### src/rtl/mdio_bridge_pkg.sv
`timescale 1ns/1ps
package mdio_bridge_pkg;

    localparam int FRAME_LEN    = 64;
    localparam int IDX_W        = $clog2(FRAME_LEN);
    localparam int RD_DRIVE_LEN = 46;   // bits driven by the bridge on a read
    localparam int DATA_FIRST   = 48;   // index of the first data bit
    localparam int DATA_W       = 16;
    localparam int ADDR_W       = 5;

    typedef struct packed {
        logic               flag;
        logic [ADDR_W-1:0]  regad;
        logic [DATA_W-1:0]  data;
    } host_reg_t;

    typedef struct packed {
        host_reg_t r;
        logic      op_wr;
    } bridge_st_t;

    typedef struct packed {
        logic                   busy;
        logic                   wr;
        logic                   oe;
        logic [IDX_W-1:0]       idx;
        logic [FRAME_LEN-1:0]   shift;
        logic [DATA_W-1:0]      rx;
    } eng_st_t;

    // Serial image of one management frame, first bit at the top.
    function automatic logic [FRAME_LEN-1:0] frame_word(
        input logic              wr,
        input logic [ADDR_W-1:0] phy,
        input logic [ADDR_W-1:0] regad,
        input logic [DATA_W-1:0] data
    );
        logic [1:0]        opc;
        logic [1:0]        ta;
        logic [DATA_W-1:0] pay;
        opc = wr ? 2'b01 : 2'b10;
        ta  = wr ? 2'b10 : 2'b11;
        pay = wr ? data : {DATA_W{1'b1}};
        return {{32{1'b1}}, 2'b01, opc, phy, regad, ta, pay};
    endfunction

endpackage

### src/rtl/mdio_mdc_gen.sv
`timescale 1ns/1ps
module mdio_mdc_gen #(
    parameter int DIV = 64
) (
    input  logic clk,
    input  logic rst_n,
    input  logic run,
    output logic mdc,
    output logic rise_tk,
    output logic end_tk
);
    localparam int HALF = DIV / 2;
    localparam int CW   = $clog2(DIV);

    typedef struct packed {
        logic [CW-1:0] cnt;
        logic          mdc;
    } gen_st_t;

    gen_st_t st_d, st_q;

    always_comb begin
        st_d    = st_q;
        rise_tk = 1'b0;
        end_tk  = 1'b0;
        if (!run) begin
            st_d.cnt = '0;
            st_d.mdc = 1'b0;
        end else begin
            if (st_q.cnt == CW'(HALF - 1)) begin
                rise_tk  = 1'b1;
                st_d.mdc = 1'b1;
            end
            if (st_q.cnt == CW'(DIV - 1)) begin
                end_tk   = 1'b1;
                st_d.mdc = 1'b0;
                st_d.cnt = '0;
            end else begin
                st_d.cnt = st_q.cnt + 1'b1;
            end
        end
    end

    always_ff @(posedge clk or negedge rst_n) begin
        if (!rst_n) begin
            st_q <= '0;
        end else begin
            st_q <= st_d;
        end
    end

    assign mdc = st_q.mdc;

endmodule

### src/rtl/mdio_frame_eng.sv
`timescale 1ns/1ps
module mdio_frame_eng
    import mdio_bridge_pkg::*;
#(
    parameter int PHY_ADDR = 1
) (
    input  logic               clk,
    input  logic               rst_n,
    input  logic               start,
    input  logic               start_wr,
    input  logic [ADDR_W-1:0]  start_regad,
    input  logic [DATA_W-1:0]  start_data,
    input  logic               rise_tk,
    input  logic               end_tk,
    input  logic               mdio_i,
    output logic               busy,
    output logic               done,
    output logic               mdio_o,
    output logic               mdio_oe,
    output logic [DATA_W-1:0]  rd_data,
    output logic [IDX_W-1:0]   bit_idx
);
    localparam logic [ADDR_W-1:0] PHY_FIELD = ADDR_W'(PHY_ADDR);
    localparam logic [IDX_W-1:0]  LAST_IDX  = IDX_W'(FRAME_LEN - 1);
    localparam logic [IDX_W-1:0]  REL_IDX   = IDX_W'(RD_DRIVE_LEN - 1);
    localparam logic [IDX_W-1:0]  DAT_IDX   = IDX_W'(DATA_FIRST);

    eng_st_t st_d, st_q;

    always_comb begin
        st_d = st_q;
        done = 1'b0;
        if (!st_q.busy) begin
            if (start) begin
                st_d.busy  = 1'b1;
                st_d.wr    = start_wr;
                st_d.oe    = 1'b1;
                st_d.idx   = '0;
                st_d.shift = frame_word(start_wr, PHY_FIELD, start_regad, start_data);
            end
        end else begin
            if (rise_tk && !st_q.wr && (st_q.idx >= DAT_IDX)) begin
                st_d.rx = {st_q.rx[DATA_W-2:0], mdio_i};
            end
            if (end_tk) begin
                if (st_q.idx == LAST_IDX) begin
                    done       = 1'b1;
                    st_d.busy  = 1'b0;
                    st_d.oe    = 1'b0;
                    st_d.idx   = '0;
                    st_d.shift = '1;
                end else begin
                    st_d.idx   = st_q.idx + 1'b1;
                    st_d.shift = {st_q.shift[FRAME_LEN-2:0], 1'b1};
                    if (!st_q.wr && (st_q.idx == REL_IDX)) begin
                        st_d.oe = 1'b0;
                    end
                end
            end
        end
    end

    always_ff @(posedge clk or negedge rst_n) begin
        if (!rst_n) begin
            st_q       <= '0;
            st_q.shift <= '1;
        end else begin
            st_q <= st_d;
        end
    end

    assign busy    = st_q.busy;
    assign mdio_o  = st_q.shift[FRAME_LEN-1];
    assign mdio_oe = st_q.oe;
    assign rd_data = st_q.rx;
    assign bit_idx = st_q.idx;

endmodule

### src/rtl/mdio_reg_bridge.sv
`timescale 1ns/1ps
module mdio_reg_bridge
    import mdio_bridge_pkg::*;
#(
    parameter int MDC_DIV  = 64,
    parameter int PHY_ADDR = 1
) (
    input  logic        clk,
    input  logic        rst_n,
    input  logic        host_wr,
    input  logic [31:0] host_wdata,
    output logic [31:0] host_rdata,
    output logic        mdc,
    output logic        mdio_o,
    output logic        mdio_oe,
    input  logic        mdio_i
);
    localparam int PAD_W = 31 - ADDR_W - DATA_W;

    bridge_st_t st_d, st_q;

    logic              eng_start;
    logic              eng_busy;
    logic              eng_done;
    logic [DATA_W-1:0] eng_rd;
    logic [IDX_W-1:0]  eng_bit;
    logic              rise_tk;
    logic              end_tk;
    logic              unused_pad;

    assign unused_pad = ^host_wdata[30:DATA_W+ADDR_W];

    always_comb begin
        st_d      = st_q;
        eng_start = 1'b0;
        if (host_wr && !eng_busy) begin
            eng_start    = 1'b1;
            st_d.r.flag  = host_wdata[31];
            st_d.r.regad = host_wdata[DATA_W+ADDR_W-1:DATA_W];
            st_d.r.data  = host_wdata[DATA_W-1:0];
            st_d.op_wr   = host_wdata[31];
        end
        if (eng_done) begin
            if (st_q.op_wr) begin
                st_d.r.flag = 1'b0;
            end else begin
                st_d.r.flag = 1'b1;
                st_d.r.data = eng_rd;
            end
        end
    end

    always_ff @(posedge clk or negedge rst_n) begin
        if (!rst_n) begin
            st_q <= '0;
        end else begin
            st_q <= st_d;
        end
    end

    assign host_rdata = {st_q.r.flag, {PAD_W{1'b0}}, st_q.r.regad, st_q.r.data};

    mdio_mdc_gen #(
        .DIV (MDC_DIV)
    ) u_mdc (
        .clk     (clk),
        .rst_n   (rst_n),
        .run     (eng_busy),
        .mdc     (mdc),
        .rise_tk (rise_tk),
        .end_tk  (end_tk)
    );

    mdio_frame_eng #(
        .PHY_ADDR (PHY_ADDR)
    ) u_eng (
        .clk         (clk),
        .rst_n       (rst_n),
        .start       (eng_start),
        .start_wr    (host_wdata[31]),
        .start_regad (host_wdata[DATA_W+ADDR_W-1:DATA_W]),
        .start_data  (host_wdata[DATA_W-1:0]),
        .rise_tk     (rise_tk),
        .end_tk      (end_tk),
        .mdio_i      (mdio_i),
        .busy        (eng_busy),
        .done        (eng_done),
        .mdio_o      (mdio_o),
        .mdio_oe     (mdio_oe),
        .rd_data     (eng_rd),
        .bit_idx     (eng_bit)
    );

endmodule

### config.mk
export PLATFORM = sky130hd
export DESIGN_NAME = mdio_reg_bridge
export DESIGN_NICKNAME = d
export VERILOG_FILES = /design/src/rtl/mdio_bridge_pkg.sv /design/src/rtl/mdio_mdc_gen.sv /design/src/rtl/mdio_frame_eng.sv /design/src/rtl/mdio_reg_bridge.sv
export SDC_FILE = /design/constraint.sdc
export NUM_CORES = 1
export LEC_CHECK = 0
export BUFFER_PORTS_ARGS = -buffer_cell sky130_fd_sc_hd__buf_2
export CORE_MARGIN = 5
export CORE_UTILIZATION = 28
export CTS_CLUSTER_DIAMETER = 80
export CTS_CLUSTER_SIZE = 20
export DETAILED_ROUTE_END_ITERATION = 6
export PLACE_DENSITY = 0.41
export SETUP_SLACK_MARGIN = 0.1
export SYNTH_ARGS = -nofsm -noshare
export SYNTH_HDL_FRONTEND = slang
export SYNTH_SLANG_ARGS = --single-unit
### constraint.sdc
create_clock -name clk -period 2.6 [get_ports clk]
set_input_delay 0.26 -clock clk [delete_from_list [all_inputs] [get_ports clk]]
set_output_delay 0.26 -clock clk [all_outputs]
set_load 0.05 [all_outputs]
== Yosys cells after proc, flatten, opt, wreduce, memory -nomap -nowiden ==
Cells that the tools add are included.

* Register bits: 119
* Input bits: 36
* Word-level logic and storage cells: 63

* $add $sub $neg: 2
* Magnitude comparators: 1
* Eq/ne operators: 7
* Multiplexer cells: 28
* Bitwise gates (word level): 1
* Reduce and logical (&&, ||, !) cells: 12

{| class="wikitable"
|+ Operator list
! kind !! number
|-
| $mux W71 || 3
|-
| $mux W73 || 1
|-
| $mux W16 || 3
|-
| $mux W23 || 1
|-
| $eq A6 B6 Y1 const B || 3
|-
| $mux W1 || 17
|-
| $add A6 B1 Y6 const B || 2
|-
| $mux W7 || 1
|-
| $eq A6 B5 Y1 const B || 1
|-
| $ge A6 B6 Y1 const B || 1
|-
| $mux W6 || 1
|-
| $ne A3 B3 Y1 const B || 2
|-
| $reduce_and A2 Y1 || 3
|-
| $logic_and A1 B1 Y1 || 4
|-
| $reduce_bool A2 Y1 || 2
|-
| $reduce_and A3 Y1 || 1
|-
| $logic_not A1 Y1 || 2
|-
| $mux W2 || 1
|-
| $ne A2 B2 Y1 const B || 1
|-
| $not A1 Y1 || 1
|}

== Logic depth before layout (Yosys ltp) ==
* Depth after elaboration: 6
* Gate-level depth with buffers: 8

== By module ==
Synthesis repeated with hierarchy kept, for this count alone.

* Cell total of the unflattened synthesis: 455
* Area total of the unflattened synthesis: 5619.1 um^2

{| class="wikitable"
|+ By module, submodules not included
! module !! times used !! cells an instance !! area each (um^2) !! seq. area each (um^2)
|-
| mdio_frame_eng || 1 || 302 || 3982.6 || 2307.2
|-
| mdio_reg_bridge || 1 || 122 || 1300.0 || 575.6
|-
| mdio_mdc_gen || 1 || 31 || 336.6 || 175.2
|}

== Least setup slack after synthesis ==
No wires, ideal clock.

* Path kind: register to register
* Start point: reg u_mdc.st_q[1] (netlist bit)
* End point: reg u_eng.st_q, in the netlist u_eng.rd_data[10]
* Setup time: 0.125 ns
* Arrival: 1.739 ns
* Path slack: 0.737 ns
* Stages on the path, launching flop included: 6
* Buffers on the path: 1
* Clock period less this slack: 1.863 ns
* Cells stage by stage: dfrtp_1 -> ha_1 -> nand4_4 -> nor4_4 -> buf_6 -> mux2_2

* Word-level cells in the longest chain between the ends: 6

{| class="wikitable"
|+ RTL lines
! item !! RTL line !! RTL
|-
| start: declaration || mdio_mdc_gen.sv:20 || <nowiki>gen_st_t st_d, st_q;</nowiki>
|-
| start signal: assignment || mdio_mdc_gen.sv:48 || <nowiki>st_q <= st_d;</nowiki>
|-
| $eq A6 B5 Y1 || mdio_mdc_gen.sv:30 || <nowiki>if (st_q.cnt == CW'(HALF - 1)) begin</nowiki>
|-
| $mux W1 || mdio_mdc_gen.sv:30 ||
|-
| $mux W1 || mdio_mdc_gen.sv:26 || <nowiki>if (!run) begin</nowiki>
|-
| $logic_and A1 B1 Y1 (2 in a row) || mdio_frame_eng.sv:42 || <nowiki>if (rise_tk && !st_q.wr && (st_q.idx >= DAT_IDX)) begin</nowiki>
|-
| $reduce_and A2 Y1 (no source line) || n/a ||
|-
| end signal: assignment || mdio_frame_eng.sv:68 || <nowiki>st_q <= st_d;</nowiki>
|-
| end: declaration || mdio_frame_eng.sv:28 || <nowiki>eng_st_t st_d, st_q;</nowiki>
|}

No other way between the ends.
A chain may end at the register's enable or synchronous reset.

== Worst setup path after layout ==
* Start point: reg u_mdc.st_q[1] (netlist bit)
* End point: reg u_eng.st_q, in the netlist u_eng.bit_idx[5]

* Word-level cells in the longest chain between the ends: 5

{| class="wikitable"
|+ RTL lines
! item !! RTL line !! RTL
|-
| $eq A6 B6 Y1 || mdio_mdc_gen.sv:34 || <nowiki>if (st_q.cnt == CW'(DIV - 1)) begin</nowiki>
|-
| $mux W1 || mdio_mdc_gen.sv:34 ||
|-
| $mux W1 || mdio_mdc_gen.sv:26 ||
|-
| $ne A2 B2 Y1 (no source line) || n/a ||
|-
| $reduce_and A2 Y1 (no source line) || n/a ||
|}

No other way between the ends.

==> run summary <==
Critical Path Stages = 5
Die area = 22200 µm²
Root Driver = clkbuf_16
GR Overflow Total = 0
HP Class = in2reg
Initial core utilization = 0.287
DRC Markers = 0
Hold path depth = 3
# H-tree levels = 4
Avg Vias per Cell = 4.68
Drt first pass iters = 4
Max-cap viol count = 0
Antenna Nets Post-Route = 0
Max Slew Vio Count = 0
Total Nets Final = 560
Crit path time final = 2.11 ns
Pwr Density = 1040 nW/µm²
CP top delay family = compound AO/OA/AOI/OAI gates
Dominant synthesized flop cell = dfstp_2
GRT Util Overall = 0.117
Fin crit share = 0.813
Most common cell after layout, fill and taps aside = dfstp_2
Most frequent cells in the layout = dfstp_2, o21ai_0, dfrtp_1, buf_2, nand2_1
Leakage power = 2.76 nW
Maximum vdd drop = 0.444 mV
Max-slew headroom = 0.313
Crit Path Category = reg2reg
Critical path launch point type = flip-flop
# IOs = 71
CTS tree = built
CP Max Fanout = 12
Post-synth EDFFs = 0
Clock tree buffer depth = 2
Cell count after synthesis = 497
Die Wd = 149 µm
Crit path max-delay cell type = a21oi_1
Avg Synthesized Cell Area = 10.9 µm²
Worst path cell trace = ha_1, and4_1, a21oi_1, nand2_1, o311ai_0
Adder-cell area share of the yosys netlist = 0.00694
Number of global-route vias before repair = 3872
Largest family of logic cells by synthesized area = compound AO/OA/AOI/OAI gates
Synth Area in Compound Gates = 0.146
CP Buf/Inv Count = 0
Tot Pwr = 6.60 mW
Initial antenna violation count = 1
First DRT Iteration DRCs = 164
Area growth, synth to finish = 17.5%
Global placement routability congestion = 0.714
Total negative slack = 0 ns
Unique masters post-synth = 44
Async SR Flop Fraction = 1.00
R2R depth = 5
WL final = 12300 µm
F_max = 0.473 GHz
Endpoint class of the critical path = flip-flop
WP data required = 2.90 ns
Vias = 3712
Least-Margin Pin Slew = 1.03 ns
Filler instances = 1938
Drt wl/cell = 15.5 µm
Post-synthesis sequential area ratio = 0.565
Synth warnings = 0
Core ar. = 18800 µm²
Global-route wire length before repair = 20600 µm
Die Ht = 149 µm
Mux cell area share after synthesis = 0.0629
CTS Buf Count = 17
Worst path arrival time = 2.42 ns
Clock latency at the later pin of the worst-skew pair = 0.41 ns
Post-synthesis cell area = 5410 µm²
Clock sink count = 119
Worst path max stage delay = 0.81 ns
Row count = 50
Largest net degree at the start of global routing = 50
Final setup fails = 0
Port Buf Inserts = 50
Hold violation total from the final report = 0
Antenna diodes = 0
Setup Skew = 0.00886 ns
Xor/xnor cell area share of the yosys netlist = 0.00810
Share of cells above drive strength 1 = 0.343
RSZ-0062 raised after global routing = false
Flops & latches, synth = 119
Simple-gate share of the synthesized area = 0.133
Run status = complete, no violations
DP HPWL = 7780 µm
Clock transition at path regs = 0.06 ns
==> Yosys cell counts (all sizes together), types with 2 or more instances <==
cell type / instances / share of area
xnor2: 3 / 0.0049
inv: 2 / 0.0014
nand3: 14 / 0.013
o211ai: 2 / 0.0028
o21ai: 58 / 0.054
dfrtp: 55 / 0.25
mux2: 16 / 0.033
ha: 3 / 0.0069
o32a: 20 / 0.037
o21a: 2 / 0.0028
nor2b: 3 / 0.0035
nor4: 2 / 0.0051
dfstp: 64 / 0.31
a31oi: 3 / 0.0035
buf: 46 / 0.059
nand2: 44 / 0.031
mux2i: 16 / 0.030
a2bb2oi: 7 / 0.011
nand4: 2 / 0.0051
nand2b: 3 / 0.0035
and3: 4 / 0.0046
nand3b: 15 / 0.021
nor3: 13 / 0.012
a22oi: 3 / 0.0042
a21oi: 27 / 0.025
xor2: 2 / 0.0032
nor2: 30 / 0.021
clkbuf: 24 / 0.017
and2: 6 / 0.0069
==> timing repair <==
action,CTS,global route
buffers inserted,0,0
hold buffers,1,0
gates resized for setup,0,0
endpoints found under the hold margin,21,0
==> report_power, final <==
| part | leakage [nW] | switching (mW) | internal (mW) | total [mW] |
|---|---|---|---|---|
| registers | 1.35 | 0.368 | 2.71 | 3.08 |
| logic | 1.12 | 0.652 | 0.527 | 1.18 |
| clock network | 0.292 | 0.913 | 1.43 | 2.35 |
==> layout make-up <==
type / count / area (µm²) / share of cell area
Inverter: 2 / 7.51 / 0.00118
Sequential cell: 119 / 3060 / 0.481
Clock inverter: 15 / 168 / 0.0264
Multi-Input combinational cell: 315 / 1980 / 0.312
Clock buffer: 17 / 425 / 0.0670
Timing Repair Buffer: 66 / 388 / 0.0610
Tap cell: 260 / 325 / 0.0512
==> layer usage <==
layer	part of all wire	GRT usage	wire length [µm]
met1	0.50	0.162	6090
met5	0.0011	0	13
met4	0.0095	0.0330	116
met2	0.45	0.177	5520
met3	0.043	0.0374	525
==> sequential cells by signal (all words and copies together), names as in the netlist <==
register	cells
u_mdc.st_q	6
u_eng.mdio_o	1
u_eng.mdio_oe	1
u_eng.rd_data	16
u_eng.st_q	64
host_rdata	22
u_eng.busy	1
st_q	1
u_mdc.mdc	1
u_eng.bit_idx	6
==> path summary, 6_finish.rpt <==
kind,startpoint,end,slack [ns]
max,u_mdc.st_q[1]$_DFF_PN0_,u_eng.bit_idx[5]$_DFFE_PN0P_,0.49
max reg2reg,u_mdc.st_q[1]$_DFF_PN0_,u_eng.bit_idx[5]$_DFFE_PN0P_,0.49
min reg2reg,u_mdc.st_q[1]$_DFF_PN0_,u_mdc.st_q[1]$_DFF_PN0_,0.46
min,host_wdata[18],host_rdata[18]$_DFFE_PN0N_,0.06
max in group asynchronous,rst_n,u_eng.st_q[22]$_DFFE_PN1P_,1.31
min in group asynchronous,rst_n,u_mdc.mdc$_DFFE_PN0P_,0.43
==> worst min-delay path: stages <==
cell and delay, ns:
buf_2 0.07, nand2_1 0.06, nand2_1 0.05
==> through the flow <==
stage / hold WS, ns / util / setup slack, ns / cells / cell area (µm²)
final: 0.0650 / 0.337 / 0.485 / 794 / 6350
after global routing: 0.0545 / 0.337 / 0.292 / 794 / 6350
after CTS: 0.0500 / 0.337 / 0.433 / 794 / 6350
after detailed placement: 0.350 / 0.305 / 0.437 / 761 / 5750
after global placement: 0.346 / 0.305 / 0.450 / 761 / 5750
after floorplan: -0.0356 / - / 0.737 / 506 / 5440
==> cell families (layout without fill, tap and decap cells) <==
kind of cell,Yosys count,count (layout)
multiplexers,32,32
AND/OR/NAND/NOR,140,140
other,1,10
buffers and inverters,72,100
flip-flops,119,119
XOR/XNOR,5,5
AO/OA/AOI/OAI,125,125
adder cells (fa/ha/maj),3,3
Power figures use the tool's default switching activity.
